<file path="config.mk">
export PLATFORM = sky130hd
export DESIGN_NAME = hdlc_rx_fifo_ctrl
export DESIGN_NICKNAME = d
export VERILOG_FILES = /design/src/rtl/hdlc_rx_pkg.sv /design/src/rtl/hdlc_crc16.sv /design/src/rtl/hdlc_deframer.sv /design/src/rtl/hdlc_holdback.sv /design/src/rtl/hdlc_blk_buf.sv /design/src/rtl/hdlc_rx_fifo_ctrl.sv
export SDC_FILE = /design/constraint.sdc
export NUM_CORES = 1
export LEC_CHECK = 0
export BUFFER_PORTS_ARGS = -buffer_cell sky130_fd_sc_hd__buf_4
export CORE_UTILIZATION = 44
export DETAILED_ROUTE_END_ITERATION = 16
export GPL_TIMING_DRIVEN = 0
export SYNTH_ARGS = -nofsm -noshare
export SYNTH_HDL_FRONTEND = slang
export SYNTH_SLANG_ARGS = --single-unit
</file>
<file path="constraint.sdc">
create_clock -name clk -period 3.5 [get_ports clk]
set_clock_uncertainty 0.2 [all_clocks]
set_input_delay 0 -clock clk [delete_from_list [all_inputs] [get_ports clk]]
set_output_delay 0 -clock clk [all_outputs]
set_load 0.005 [all_outputs]
</file>
<file path="src/rtl/hdlc_rx_pkg.sv">
package hdlc_rx_pkg;

  localparam logic [15:0] CRC_POLY_REFL = 16'h8408;
  localparam logic [15:0] CRC_PRESET    = 16'hFFFF;
  localparam logic [15:0] CRC_RESIDUE   = 16'hF0B8;
  localparam int          FLAG_LEAD     = 7;  // flag bits seen before it is recognised

  typedef enum logic [1:0] {
    BIT_DATA,
    BIT_STUFF,
    BIT_FLAG,
    BIT_ABORT
  } bit_cls_e;

  // Meaning of the incoming bit given the run of ones before it.
  function automatic bit_cls_e classify(input logic [2:0] ones, input logic b);
    if (!b && ones == 3'd5) return BIT_STUFF;
    if (!b && ones == 3'd6) return BIT_FLAG;
    if (b && ones == 3'd6)  return BIT_ABORT;
    return BIT_DATA;
  endfunction

  // One step of the reflected CRC-16 register.
  function automatic logic [15:0] crc_step(input logic [15:0] c, input logic b);
    logic fb;
    fb = c[0] ^ b;
    return (c >> 1) ^ (fb ? CRC_POLY_REFL : 16'h0000);
  endfunction

endpackage

</file>
<file path="src/rtl/hdlc_crc16.sv">
module hdlc_crc16
  import hdlc_rx_pkg::*;
(
  input  logic        clk,
  input  logic        rst_n,
  input  logic        clr,
  input  logic        en,
  input  logic        bit_in,
  output logic [15:0] crc_o
);

  always_ff @(posedge clk or negedge rst_n) begin
    if (!rst_n)   crc_o <= CRC_PRESET;
    else if (clr) crc_o <= CRC_PRESET;
    else if (en)  crc_o <= crc_step(crc_o, bit_in);
  end

endmodule

</file>
<file path="src/rtl/hdlc_deframer.sv">
module hdlc_deframer
  import hdlc_rx_pkg::*;
(
  input  logic       clk,
  input  logic       rst_n,
  input  logic       bit_vld,
  input  logic       bit_in,
  output logic       byte_vld,
  output logic [7:0] byte_q,
  output logic       frm_end,
  output logic       frm_good,
  output logic       frm_abort,
  output logic       frm_sync
);

  localparam int QN_W = $clog2(FLAG_LEAD + 1);
  localparam logic [QN_W-1:0] Q_FULL = QN_W'(FLAG_LEAD);

  logic [2:0]           ones_q;
  logic                 in_frame_q;
  logic [FLAG_LEAD-1:0] dq_q;
  logic [QN_W-1:0]      qn_q;
  logic [2:0]           bitcnt_q;
  logic [7:0]           sh_q;
  logic [15:0]          crc_w;
  bit_cls_e             cls;
  logic                 push, commit, cbit, flag_hit;

  assign cls      = classify(ones_q, bit_in);
  assign push     = bit_vld && (cls == BIT_DATA) && in_frame_q;
  assign commit   = push && (qn_q == Q_FULL);
  assign cbit     = dq_q[0];
  assign flag_hit = bit_vld && (cls == BIT_FLAG);

  hdlc_crc16 u_crc (
    .clk    (clk),
    .rst_n  (rst_n),
    .clr    (flag_hit),
    .en     (commit),
    .bit_in (cbit),
    .crc_o  (crc_w)
  );

  always_ff @(posedge clk or negedge rst_n) begin
    if (!rst_n) begin
      ones_q     <= '0;
      in_frame_q <= 1'b0;
      dq_q       <= '0;
      qn_q       <= '0;
      bitcnt_q   <= '0;
      sh_q       <= '0;
      byte_vld   <= 1'b0;
      byte_q     <= '0;
      frm_end    <= 1'b0;
      frm_good   <= 1'b0;
      frm_abort  <= 1'b0;
      frm_sync   <= 1'b0;
    end else begin
      byte_vld  <= 1'b0;
      frm_end   <= 1'b0;
      frm_abort <= 1'b0;
      frm_sync  <= 1'b0;
      if (bit_vld) begin
        if (bit_in) ones_q <= (ones_q == 3'd7) ? 3'd7 : ones_q + 3'd1;
        else        ones_q <= '0;
        case (cls)
          BIT_FLAG: begin
            frm_end    <= in_frame_q;
            frm_good   <= (crc_w == CRC_RESIDUE) && (bitcnt_q == 3'd0);
            frm_sync   <= 1'b1;
            in_frame_q <= 1'b1;
            qn_q       <= '0;
            bitcnt_q   <= '0;
          end
          BIT_ABORT: begin
            frm_abort  <= in_frame_q;
            frm_sync   <= 1'b1;
            in_frame_q <= 1'b0;
            qn_q       <= '0;
            bitcnt_q   <= '0;
          end
          BIT_STUFF: ;
          default: begin
            if (in_frame_q) begin
              dq_q <= {bit_in, dq_q[FLAG_LEAD-1:1]};
              if (qn_q != Q_FULL) qn_q <= qn_q + 1'b1;
              if (commit) begin
                sh_q     <= {cbit, sh_q[7:1]};
                bitcnt_q <= bitcnt_q + 3'd1;
                if (bitcnt_q == 3'd7) begin
                  byte_vld <= 1'b1;
                  byte_q   <= {cbit, sh_q[7:1]};
                end
              end
            end
          end
        endcase
      end
    end
  end

endmodule

</file>
<file path="src/rtl/hdlc_holdback.sv">
module hdlc_holdback #(
  parameter  int DEPTH = 2,
  parameter  int W     = 8,
  localparam int CW    = $clog2(DEPTH + 1)
) (
  input  logic         clk,
  input  logic         rst_n,
  input  logic         clr,
  input  logic         in_vld,
  input  logic [W-1:0] in_byte,
  output logic         out_vld,
  output logic [W-1:0] out_byte
);

  localparam logic [CW-1:0] FULL = CW'(DEPTH);

  logic [W-1:0]  hold_q [DEPTH];
  logic [CW-1:0] cnt_q;

  always_ff @(posedge clk or negedge rst_n) begin
    if (!rst_n) begin
      cnt_q    <= '0;
      out_vld  <= 1'b0;
      out_byte <= '0;
      for (int i = 0; i < DEPTH; i++) hold_q[i] <= '0;
    end else begin
      out_vld <= 1'b0;
      if (clr) begin
        cnt_q <= '0;
      end else if (in_vld) begin
        if (cnt_q == FULL) begin
          out_vld  <= 1'b1;
          out_byte <= hold_q[DEPTH-1];
        end else begin
          cnt_q <= cnt_q + 1'b1;
        end
        hold_q[0] <= in_byte;
        for (int i = 1; i < DEPTH; i++) hold_q[i] <= hold_q[i-1];
      end
    end
  end

endmodule

</file>
<file path="src/rtl/hdlc_blk_buf.sv">
module hdlc_blk_buf #(
  parameter  int BLK   = 64,
  parameter  int W     = 8,
  localparam int IDX_W = $clog2(BLK)
) (
  input  logic             clk,
  input  logic             rst_n,
  input  logic             pay_vld,
  input  logic [W-1:0]     pay_byte,
  input  logic             frm_end,
  input  logic             frm_good,
  input  logic             frm_abort,
  input  logic             host_rd,
  input  logic             host_ack,
  output logic [W-1:0]     rd_data,
  output logic             msg_ready,
  output logic             msg_end,
  output logic [IDX_W-1:0] seg_cnt,
  output logic             crc_bad,
  output logic             ovf_irq,
  output logic             ovf_flag,
  output logic             ev_announce,
  output logic             ev_half,
  output logic             ev_drop,
  output logic [1:0]       half_busy,
  output logic             wr_half
);

  localparam logic [IDX_W:0] FULL_MARK = (IDX_W + 1)'(BLK);

  // Residual count code: a full half reads as zero.
  function automatic logic [IDX_W-1:0] len_code(input logic [IDX_W:0] n);
    return n[IDX_W-1:0];
  endfunction

  function automatic logic [IDX_W:0] addr(input logic h, input logic [IDX_W-1:0] i);
    return {h, i};
  endfunction

  logic [W-1:0]     mem_q [2*BLK];
  logic             wr_half_q, hd_q;
  logic [IDX_W:0]   wr_idx_q;
  logic [IDX_W-1:0] rd_idx_q;
  logic [1:0]       busy_q, end_q, bad_q;
  logic [IDX_W-1:0] cnt_q [2];
  logic             ovf_q, drop_q;

  logic seg_full, tgt_half, wr_ok, ann_ready, ann_end, ack_fire;

  assign seg_full    = (wr_idx_q == FULL_MARK);
  assign tgt_half    = seg_full ? ~wr_half_q : wr_half_q;
  assign wr_ok       = pay_vld && !busy_q[tgt_half];
  assign ev_drop     = pay_vld && busy_q[tgt_half];
  assign ann_ready   = pay_vld && seg_full;
  assign ann_end     = frm_end && (wr_idx_q != '0);
  assign ev_announce = ann_ready || ann_end;
  assign ev_half     = wr_half_q;
  assign ack_fire    = host_ack && busy_q[hd_q];

  // Write side: fill position and half selection.
  always_ff @(posedge clk or negedge rst_n) begin
    if (!rst_n) begin
      wr_half_q <= 1'b0;
      wr_idx_q  <= '0;
    end else if (frm_abort) begin
      wr_idx_q <= '0;
    end else if (ann_end) begin
      wr_half_q <= ~wr_half_q;
      wr_idx_q  <= '0;
    end else if (pay_vld) begin
      if (seg_full) begin
        wr_half_q <= ~wr_half_q;
        wr_idx_q  <= wr_ok ? (IDX_W + 1)'(1) : '0;
      end else if (wr_ok) begin
        wr_idx_q <= wr_idx_q + 1'b1;
      end
    end
  end

  always_ff @(posedge clk) begin
    if (wr_ok) mem_q[addr(tgt_half, wr_idx_q[IDX_W-1:0])] <= pay_byte;
  end

  // Per-half ownership and status.
  for (genvar h = 0; h < 2; h++) begin : g_half
    always_ff @(posedge clk or negedge rst_n) begin
      if (!rst_n) begin
        busy_q[h] <= 1'b0;
        end_q[h]  <= 1'b0;
        bad_q[h]  <= 1'b0;
        cnt_q[h]  <= '0;
      end else if (ev_announce && (ev_half == 1'(h))) begin
        busy_q[h] <= 1'b1;
        end_q[h]  <= ann_end;
        bad_q[h]  <= ann_end && !frm_good;
        cnt_q[h]  <= ann_end ? len_code(wr_idx_q) : '0;
      end else if (ack_fire && (hd_q == 1'(h))) begin
        busy_q[h] <= 1'b0;
      end
    end
  end

  // Host side: shown half and read position.
  always_ff @(posedge clk or negedge rst_n) begin
    if (!rst_n) begin
      hd_q     <= 1'b0;
      rd_idx_q <= '0;
    end else if (ack_fire) begin
      hd_q     <= ~hd_q;
      rd_idx_q <= '0;
    end else if (host_rd && busy_q[hd_q]) begin
      rd_idx_q <= rd_idx_q + 1'b1;
    end
  end

  always_ff @(posedge clk or negedge rst_n) begin
    if (!rst_n) begin
      ovf_q  <= 1'b0;
      drop_q <= 1'b0;
    end else begin
      drop_q <= ev_drop;
      if (ev_drop)       ovf_q <= 1'b1;
      else if (ack_fire) ovf_q <= 1'b0;
    end
  end

  assign rd_data   = mem_q[addr(hd_q, rd_idx_q)];
  assign msg_ready = busy_q[hd_q] && !end_q[hd_q];
  assign msg_end   = busy_q[hd_q] && end_q[hd_q];
  assign seg_cnt   = cnt_q[hd_q];
  assign crc_bad   = msg_end && bad_q[hd_q];
  assign ovf_irq   = drop_q;
  assign ovf_flag  = ovf_q;
  assign half_busy = busy_q;
  assign wr_half   = wr_half_q;

endmodule

</file>
<file path="src/rtl/hdlc_rx_fifo_ctrl.sv">
module hdlc_rx_fifo_ctrl #(
  parameter  int BLK_BYTES = 64,
  localparam int CNT_W     = $clog2(BLK_BYTES)
) (
  input  logic             clk,
  input  logic             rst_n,
  input  logic             bit_vld,
  input  logic             bit_in,
  input  logic             host_rd,
  input  logic             host_ack,
  output logic [7:0]       rd_data,
  output logic             msg_ready,
  output logic             msg_end,
  output logic [CNT_W-1:0] seg_cnt,
  output logic             crc_bad,
  output logic             ovf_irq,
  output logic             ovf_flag
);

  localparam int CHK_OCTETS = 2;

  // Internal events, named for the checker.
  logic       byte_vld, frm_end, frm_good, frm_abort, frm_sync;
  logic [7:0] byte_q;
  logic       pay_vld;
  logic [7:0] pay_byte;
  logic       ev_announce, ev_half, ev_drop, wr_half;
  logic [1:0] half_busy;

  hdlc_deframer u_deframer (
    .clk       (clk),
    .rst_n     (rst_n),
    .bit_vld   (bit_vld),
    .bit_in    (bit_in),
    .byte_vld  (byte_vld),
    .byte_q    (byte_q),
    .frm_end   (frm_end),
    .frm_good  (frm_good),
    .frm_abort (frm_abort),
    .frm_sync  (frm_sync)
  );

  hdlc_holdback #(.DEPTH(CHK_OCTETS), .W(8)) u_holdback (
    .clk      (clk),
    .rst_n    (rst_n),
    .clr      (frm_sync),
    .in_vld   (byte_vld),
    .in_byte  (byte_q),
    .out_vld  (pay_vld),
    .out_byte (pay_byte)
  );

  hdlc_blk_buf #(.BLK(BLK_BYTES), .W(8)) u_buf (
    .clk         (clk),
    .rst_n       (rst_n),
    .pay_vld     (pay_vld),
    .pay_byte    (pay_byte),
    .frm_end     (frm_end),
    .frm_good    (frm_good),
    .frm_abort   (frm_abort),
    .host_rd     (host_rd),
    .host_ack    (host_ack),
    .rd_data     (rd_data),
    .msg_ready   (msg_ready),
    .msg_end     (msg_end),
    .seg_cnt     (seg_cnt),
    .crc_bad     (crc_bad),
    .ovf_irq     (ovf_irq),
    .ovf_flag    (ovf_flag),
    .ev_announce (ev_announce),
    .ev_half     (ev_half),
    .ev_drop     (ev_drop),
    .half_busy   (half_busy),
    .wr_half     (wr_half)
  );

endmodule

</file>
==> results.sh, run 1 <==
export IMPL_status="complete, but fails checks"
export IMPL_violations="setup timing"
export IMPL_syn_cell_area_um2=45000
export IMPL_path_max_fanout=10
export IMPL_wl_met3_um=8890
export IMPL_die_height_um=322
export IMPL_endpoint_kind="primary output"
export IMPL_first_pass_iters=7
export IMPL_hold_viol_final=0
export IMPL_die_w_um=322
export IMPL_crit_path_frequent_cell="buf_4"
export IMPL_cts_path_max_buffers=3
export IMPL_stdcell_count=4058
export IMPL_place_hpwl_um=76600
export IMPL_cts_buffers=111
export IMPL_synthFlopType="edfxtp_1"
export IMPL_ys_ff_latch=1139
export IMPL_start_util=0.447
export IMPL_gp_congestion=1.09
export IMPL_clock_latency_ns=0.70
export IMPL_antenna_found_initial=3
export IMPL_maxSlewHeadroom=0.257
export IMPL_design_die_area_um2=104000
export IMPL_dp_slack_ns=-1.08
export IMPL_fillers=7744
export IMPL_setup_viol=7
export IMPL_timing_setup_tns_ns=-0.579
export IMPL_synth_edf_count=1024
export IMPL_antenna_cells=0
export IMPL_holdWs_ns=0.122
export IMPL_grt_max_degree=116
export IMPL_maxSlewViolCount=0
export IMPL_num_vias=24000
export IMPL_path_cells="buf_6 -> buf_4 -> clkbuf_8 -> mux4_2 -> mux2i_4 -> a22oi_2 -> nand3_2 -> nand4_1 -> buf_4"
export IMPL_portBuffers=22
export IMPL_rsz0062_at_grt="yes"
export IMPL_rows=116
export IMPL_route_detailed_drc=0
export IMPL_overflow=0
export IMPL_fin_nets=2624
export IMPL_finalCritPeriodShare=1.04
export IMPL_cp_start_kind="register"
export IMPL_drt_iter0_drc=2659
export IMPL_core_area_um2=101000
export IMPL_max_freq_mhz=275
export IMPL_vdd_drop_max_mv=0.467
export IMPL_syn_mean_instance_area_um2=18.9
export IMPL_final_cell_area_um2=54700
export IMPL_final_util=0.543
export IMPL_cts_sinks=1139
export IMPL_syn_inst=2377
export IMPL_layout_min_cycle_time_ns=3.64
export IMPL_crit_required_ns=3.30
export IMPL_yosys_warnings=0
export IMPL_final_cell_mix="1,024 x edfxtp_1, 192 x mux4_2, 134 x mux2i_1, 117 x clkbuf_16, 103 x nor2_4"
export IMPL_maxCapViolations=0
export IMPL_min_path_type="primary input to asynchronous set/reset pin"
export IMPL_power_density_nw_per_um2=524
export IMPL_final_layout_size_suffix_gt1_frac=0.355
export IMPL_cpMaxStageDelayCell="dfrtp_1"
export IMPL_wirelength_um=117000
export IMPL_grt_pass1_vias=24100
export IMPL_critPathMaxStageDelay_ns=0.39
export IMPL_worstSetupPathType="register to primary output"
export IMPL_crit_buf_inv=4
export IMPL_drtAntennaViolNets=0
export IMPL_p_leak_nw=16.3
export IMPL_place_area_um2=47100
export IMPL_setup_ws_ns=-0.141
export IMPL_final_common_cell="edfxtp_1"
export IMPL_ys_seq_area_frac=0.748
export IMPL_routed_top_layer="met5"
export IMPL_grt_pass1_wl_um=170000
export IMPL_synthesis_nets=2395
export IMPL_clk_pin_slew_worst_paths_ns=0.07
export IMPL_area_growth_synth_to_final_pct=21.6
export IMPL_dp_cells=3764
export IMPL_critPathTopFamily="buffers and inverters"
export IMPL_clock_root_buffer="clkbuf_16"
export IMPL_worstPathArrival_ns=3.44
export IMPL_cts_htree_levels=3
export IMPL_cts_tree="built"
export IMPL_wl_per_cell_um=28.9
export IMPL_ff2ff_setup_slack_ns=0.01
export IMPL_vias_per_cell=5.92
export IMPL_tightest_slew_ns=1.11
export IMPL_route_met2_wl_um=56400
export IMPL_track_usage=0.229
export IMPL_synth_cell_types=61
export IMPL_pin_count=25
export IMPL_async_flop_share=0.101
export IMPL_met1_length_um=48500
export IMPL_power_mw=28.7
==> tightest hold or removal path, delay by kind of cell <==
kind                   cells  cell delay, ns
buffers and inverters      3            1.43
==> state kept, by name (all words and copies together), names as in the netlist, 7 cells and up <==
| signal | cells |
|---|---|
| u_deframer.dq_q | 7 |
| u_buf.mem_q | 1024 |
| u_deframer.u_crc.crc_o | 16 |
| u_deframer.sh_q | 7 |
| u_buf.wr_idx_q | 7 |
| u_holdback.hold_q | 16 |
| u_deframer.byte_q | 8 |
| u_buf.cnt_q | 12 |
| u_holdback.out_byte | 8 |
==> final timing paths <==
| kind | from | to | depth (start not counted) |
|---|---|---|---|
| setup / recovery | u_buf.rd_idx_q[1] | rd_data[2] | 9 |
| hold / removal | rst_n | u_buf.cnt_q[1] | 3 |
| setup reg to reg | u_buf.wr_idx_q[5] | u_buf.mem_q[105][4] | 4 |
| hold reg to reg | u_deframer.u_crc.crc_o[12] | u_deframer.u_crc.crc_o[11] | 2 |
| max in group asynchronous | rst_n | u_deframer.u_crc.crc_o[6] | 4 |
| min in group clk | host_ack | u_buf.rd_idx_q[3] | 3 |
==> synth_stat cells, drive strengths merged, types with 14 or more instances <==
| cell | instances | area [µm²] |
|---|---|---|
| dfstp | 16 | 420 |
| o21ai | 58 | 290 |
| a21oi | 75 | 379 |
| inv | 26 | 97.6 |
| edfxtp | 1024 | 30700 |
| nor2b | 14 | 87.6 |
| mux2i | 197 | 1970 |
| buf | 65 | 448 |
| clkbuf | 66 | 248 |
| nand4 | 19 | 224 |
| dfrtp | 99 | 2480 |
| mux4 | 192 | 4320 |
| nor2 | 149 | 567 |
| a22oi | 30 | 225 |
| o221ai | 61 | 534 |
| mux2 | 46 | 518 |
| nand2 | 88 | 333 |
| nand3 | 64 | 325 |
==> report_power, final <==
part	internal (mW)	switching, mW	leakage (nW)
clock	7.09	5.12	1.83
sequential	14.8	0.132	8.57
combinational	0.481	1.00	5.93
==> cells by family (layout without fill, tap and decap cells) <==
group,count (synthesis),in the layout,synth area share
and+or+nand+nor,362,362,0.0382
buffers and inverters,157,481,0.0176
AOI/OAI and AO/OA,261,261,0.0391
adders and majority gates,12,12,0.00334
muxes,435,435,0.151
xor gates and xnor gates,11,11,0.00231
DFF,1139,1139,0.748
==> area by class of cell <==
type	instances	area, µm²	share of cell area
Buffer	129	1490	0.0272
Clock buffer	148	3120	0.0571
Clock inverter	60	622	0.0114
Inverter	26	101	0.00185
Multi-Input combinational cell	1081	12500	0.228
Sequential cell	1139	33700	0.616
Tap cell	1357	1700	0.0310
Timing Repair Buffer	118	1510	0.0276
==> layer usage <==
layer	global-route usage	up-vias
met2	0.366	987
met3	0.0369	193
met1	0.323	12800
met5	0	-
li1	-	10100
met4	0.0770	4
==> what timing repair did <==
item,in CTS,in global routing
hold buffers,10,1
cloned,4,0
setup buffers,50,23
endpoints found under the setup margin,1032,566
gates resized for setup,618,70
pin swaps,39,28
endpoints found under the hold margin,146,30
Power figures use the tool's default switching activity.
==> run 2, diff against run 1 <==
CORE_MARGIN = 3   (was not set)
==> results.sh, run 2 (same netlist as run 1, synthesis figures left out) <==
export IMPL_hold_viol_final=0
export IMPL_violations="setup timing"
export IMPL_crit_required_ns=3.30
export IMPL_route_detailed_drc=0
export IMPL_fin_nets=2653
export IMPL_wl_per_cell_um=28.7
export IMPL_cts_buffers=114
export IMPL_drtAntennaViolNets=0
export IMPL_cp_start_kind="register"
export IMPL_route_met2_wl_um=56700
export IMPL_maxSlewViolCount=0
export IMPL_dp_cells=3765
export IMPL_cts_tree="built"
export IMPL_setup_viol=7
export IMPL_area_growth_synth_to_final_pct=22.7
export IMPL_core_area_um2=101000
export IMPL_first_pass_iters=7
export IMPL_place_area_um2=47100
export IMPL_critPathMaxStageDelay_ns=0.51
export IMPL_clock_root_buffer="clkbuf_16"
export IMPL_setup_ws_ns=-0.164
export IMPL_hold_start="host_ack"
export IMPL_final_layout_size_suffix_gt1_frac=0.367
export IMPL_ff2ff_setup_slack_ns=0.14
export IMPL_portBuffers=22
export IMPL_maxSlewHeadroom=0.217
export IMPL_crit_path_frequent_cell="buf_12"
export IMPL_tightest_slew_ns=1.17
export IMPL_drt_iter0_drc=2673
export IMPL_rsz0062_at_grt="yes"
export IMPL_wl_met3_um=10200
export IMPL_final_cell_area_um2=55200
export IMPL_min_to="u_buf.rd_idx_q[4]"
export IMPL_clock_latency_ns=0.69
export IMPL_cpMaxStageDelayCell="mux4_2"
export IMPL_finalCritPeriodShare=1.05
export IMPL_rows=116
export IMPL_vdd_drop_max_mv=0.452
export IMPL_num_vias=24000
export IMPL_track_usage=0.217
export IMPL_gp_congestion=0.939
export IMPL_p_leak_nw=16.5
export IMPL_overflow=0
export IMPL_met1_length_um=46900
export IMPL_stdcell_count=4092
export IMPL_largest_reg_flops=1024
export IMPL_die_height_um=326
export IMPL_start_util=0.447
export IMPL_r2r_end="u_buf.mem_q[94][4]"
export IMPL_worstSetupPathType="register to primary output"
export IMPL_cts_htree_levels=3
export IMPL_max_freq_mhz=273
export IMPL_cts_path_max_buffers=3
export IMPL_vias_per_cell=5.87
export IMPL_design_die_area_um2=106000
export IMPL_final_cell_mix="1,024 x edfxtp_1, 192 x mux4_2, 124 x clkbuf_16, 119 x mux2i_1, 96 x nor2_4"
export IMPL_place_hpwl_um=76500
export IMPL_r2r_start="u_buf.wr_idx_q[0]"
export IMPL_pin_count=25
export IMPL_maxCapViolations=0
export IMPL_worstPathArrival_ns=3.46
export IMPL_grt_pass1_vias=24300
export IMPL_cts_sinks=1139
export IMPL_min_path_type="primary input to register"
export IMPL_layout_min_cycle_time_ns=3.66
export IMPL_wirelength_um=117000
export IMPL_path_cells="buf_12 -> buf_16 -> buf_12 -> buf_12 -> buf_4 -> mux4_2 -> a21oi_2 -> o21ai_0 -> nand3_1 -> nand4_1 -> buf_4"
export IMPL_status="complete, but fails checks"
export IMPL_hold_depth=3
export IMPL_routed_top_layer="met4"
export IMPL_die_w_um=326
export IMPL_power_density_nw_per_um2=518
export IMPL_grt_pass1_wl_um=168000
export IMPL_clk_pin_slew_worst_paths_ns=0.07
export IMPL_final_common_cell="edfxtp_1"
export IMPL_grt_max_degree=101
export IMPL_endpoint_kind="primary output"
export IMPL_antenna_found_initial=3
export IMPL_path_max_fanout=7
export IMPL_ff2ff_path_depth=11
[run 2: cell count changes in the layout (fill, tap and decap cells not counted), sizes merged]
cell      change
buf          +32
inv           -3
clkinv        +7
diode         +2
clkinvlp      -2
bufinv        +1
clkbuf        -1
bufbuf        -2
[run 2: worst max-delay path by stage]
stage,from,end,slack [ns]
after global placement,u_holdback.out_byte[2],u_buf.mem_q[110][2],-1.02
after global routing,u_buf.rd_idx_q[0],rd_data[7],-0.14
after detailed placement,u_buf.wr_idx_q[0],u_buf.mem_q[100][3],-1.03
after floorplan,u_buf.wr_idx_q[0],u_buf.mem_q[122][0],0.05
after CTS,u_buf.rd_idx_q[0],rd_data[7],-0.08
final,u_buf.rd_idx_q[0],rd_data[1],-0.16
[run 2: per-layer routing]
metal | GRT usage | up-vias
li1 | - | 10200
met1 | 0.298 | 12700
met2 | 0.345 | 986
met3 | 0.0457 | 187
met4 | 0.0763 | 0
met5 | 0 | -
[run 2: repair_timing]
action                                  4_1_cts  5_1_grt
endpoints found under the setup margin     1032      987
pin swaps                                    35       57
hold endpoints to repair                    162        0
buffers inserted                             43       52
hold buffers                                 11        0
cloned                                        0        7
resized for setup                           503      252
[run 2: final cells by class]
class	instances	area [µm²]
diodes	2	5.00
plain buffers	129	1440
clock buffers	151	3120
clock inverters	63	598
fillers	7625	45500
inverters	26	101
multi-input cells	1081	12800
flip-flops and latches	1139	33700
well taps	1357	1700
repair buffers	144	1810
[run 2: worst max-delay path, delay by kind of cell, from the launching register on]
kind                   cells  cell delay, ns
buffers and inverters      6            0.97
muxes                      1            0.51
and+or+nand+nor            2            0.50
DFF                        1            0.41
AOI/OAI and AO/OA          2            0.37
[run 2: per-stage QoR]
step	hold WS (ns)	setup slack, ns	setup TNS [ns]	total power [mW]	util
5_1_grt	0.294	-0.138	-0.803	29.4	0.548
3_3_place_gp	0.0743	-1.02	-1556.84	16.5	0.465
4_1_cts	0.188	-0.0839	-0.367	28.6	0.530
6_report	0.238	-0.164	-0.446	28.6	0.548
2_1_floorplan	-0.496	0.0545	0	15.9	-
3_5_place_dp	-0.345	-1.03	-804.08	16.5	0.468
[run 2: power by group]
part	switching (mW)	internal [mW]	leakage [nW]
clock network	5.04	7.12	1.83
registers	0.126	14.8	8.57
logic	0.949	0.496	6.05
total	6.12	22.5	16.5
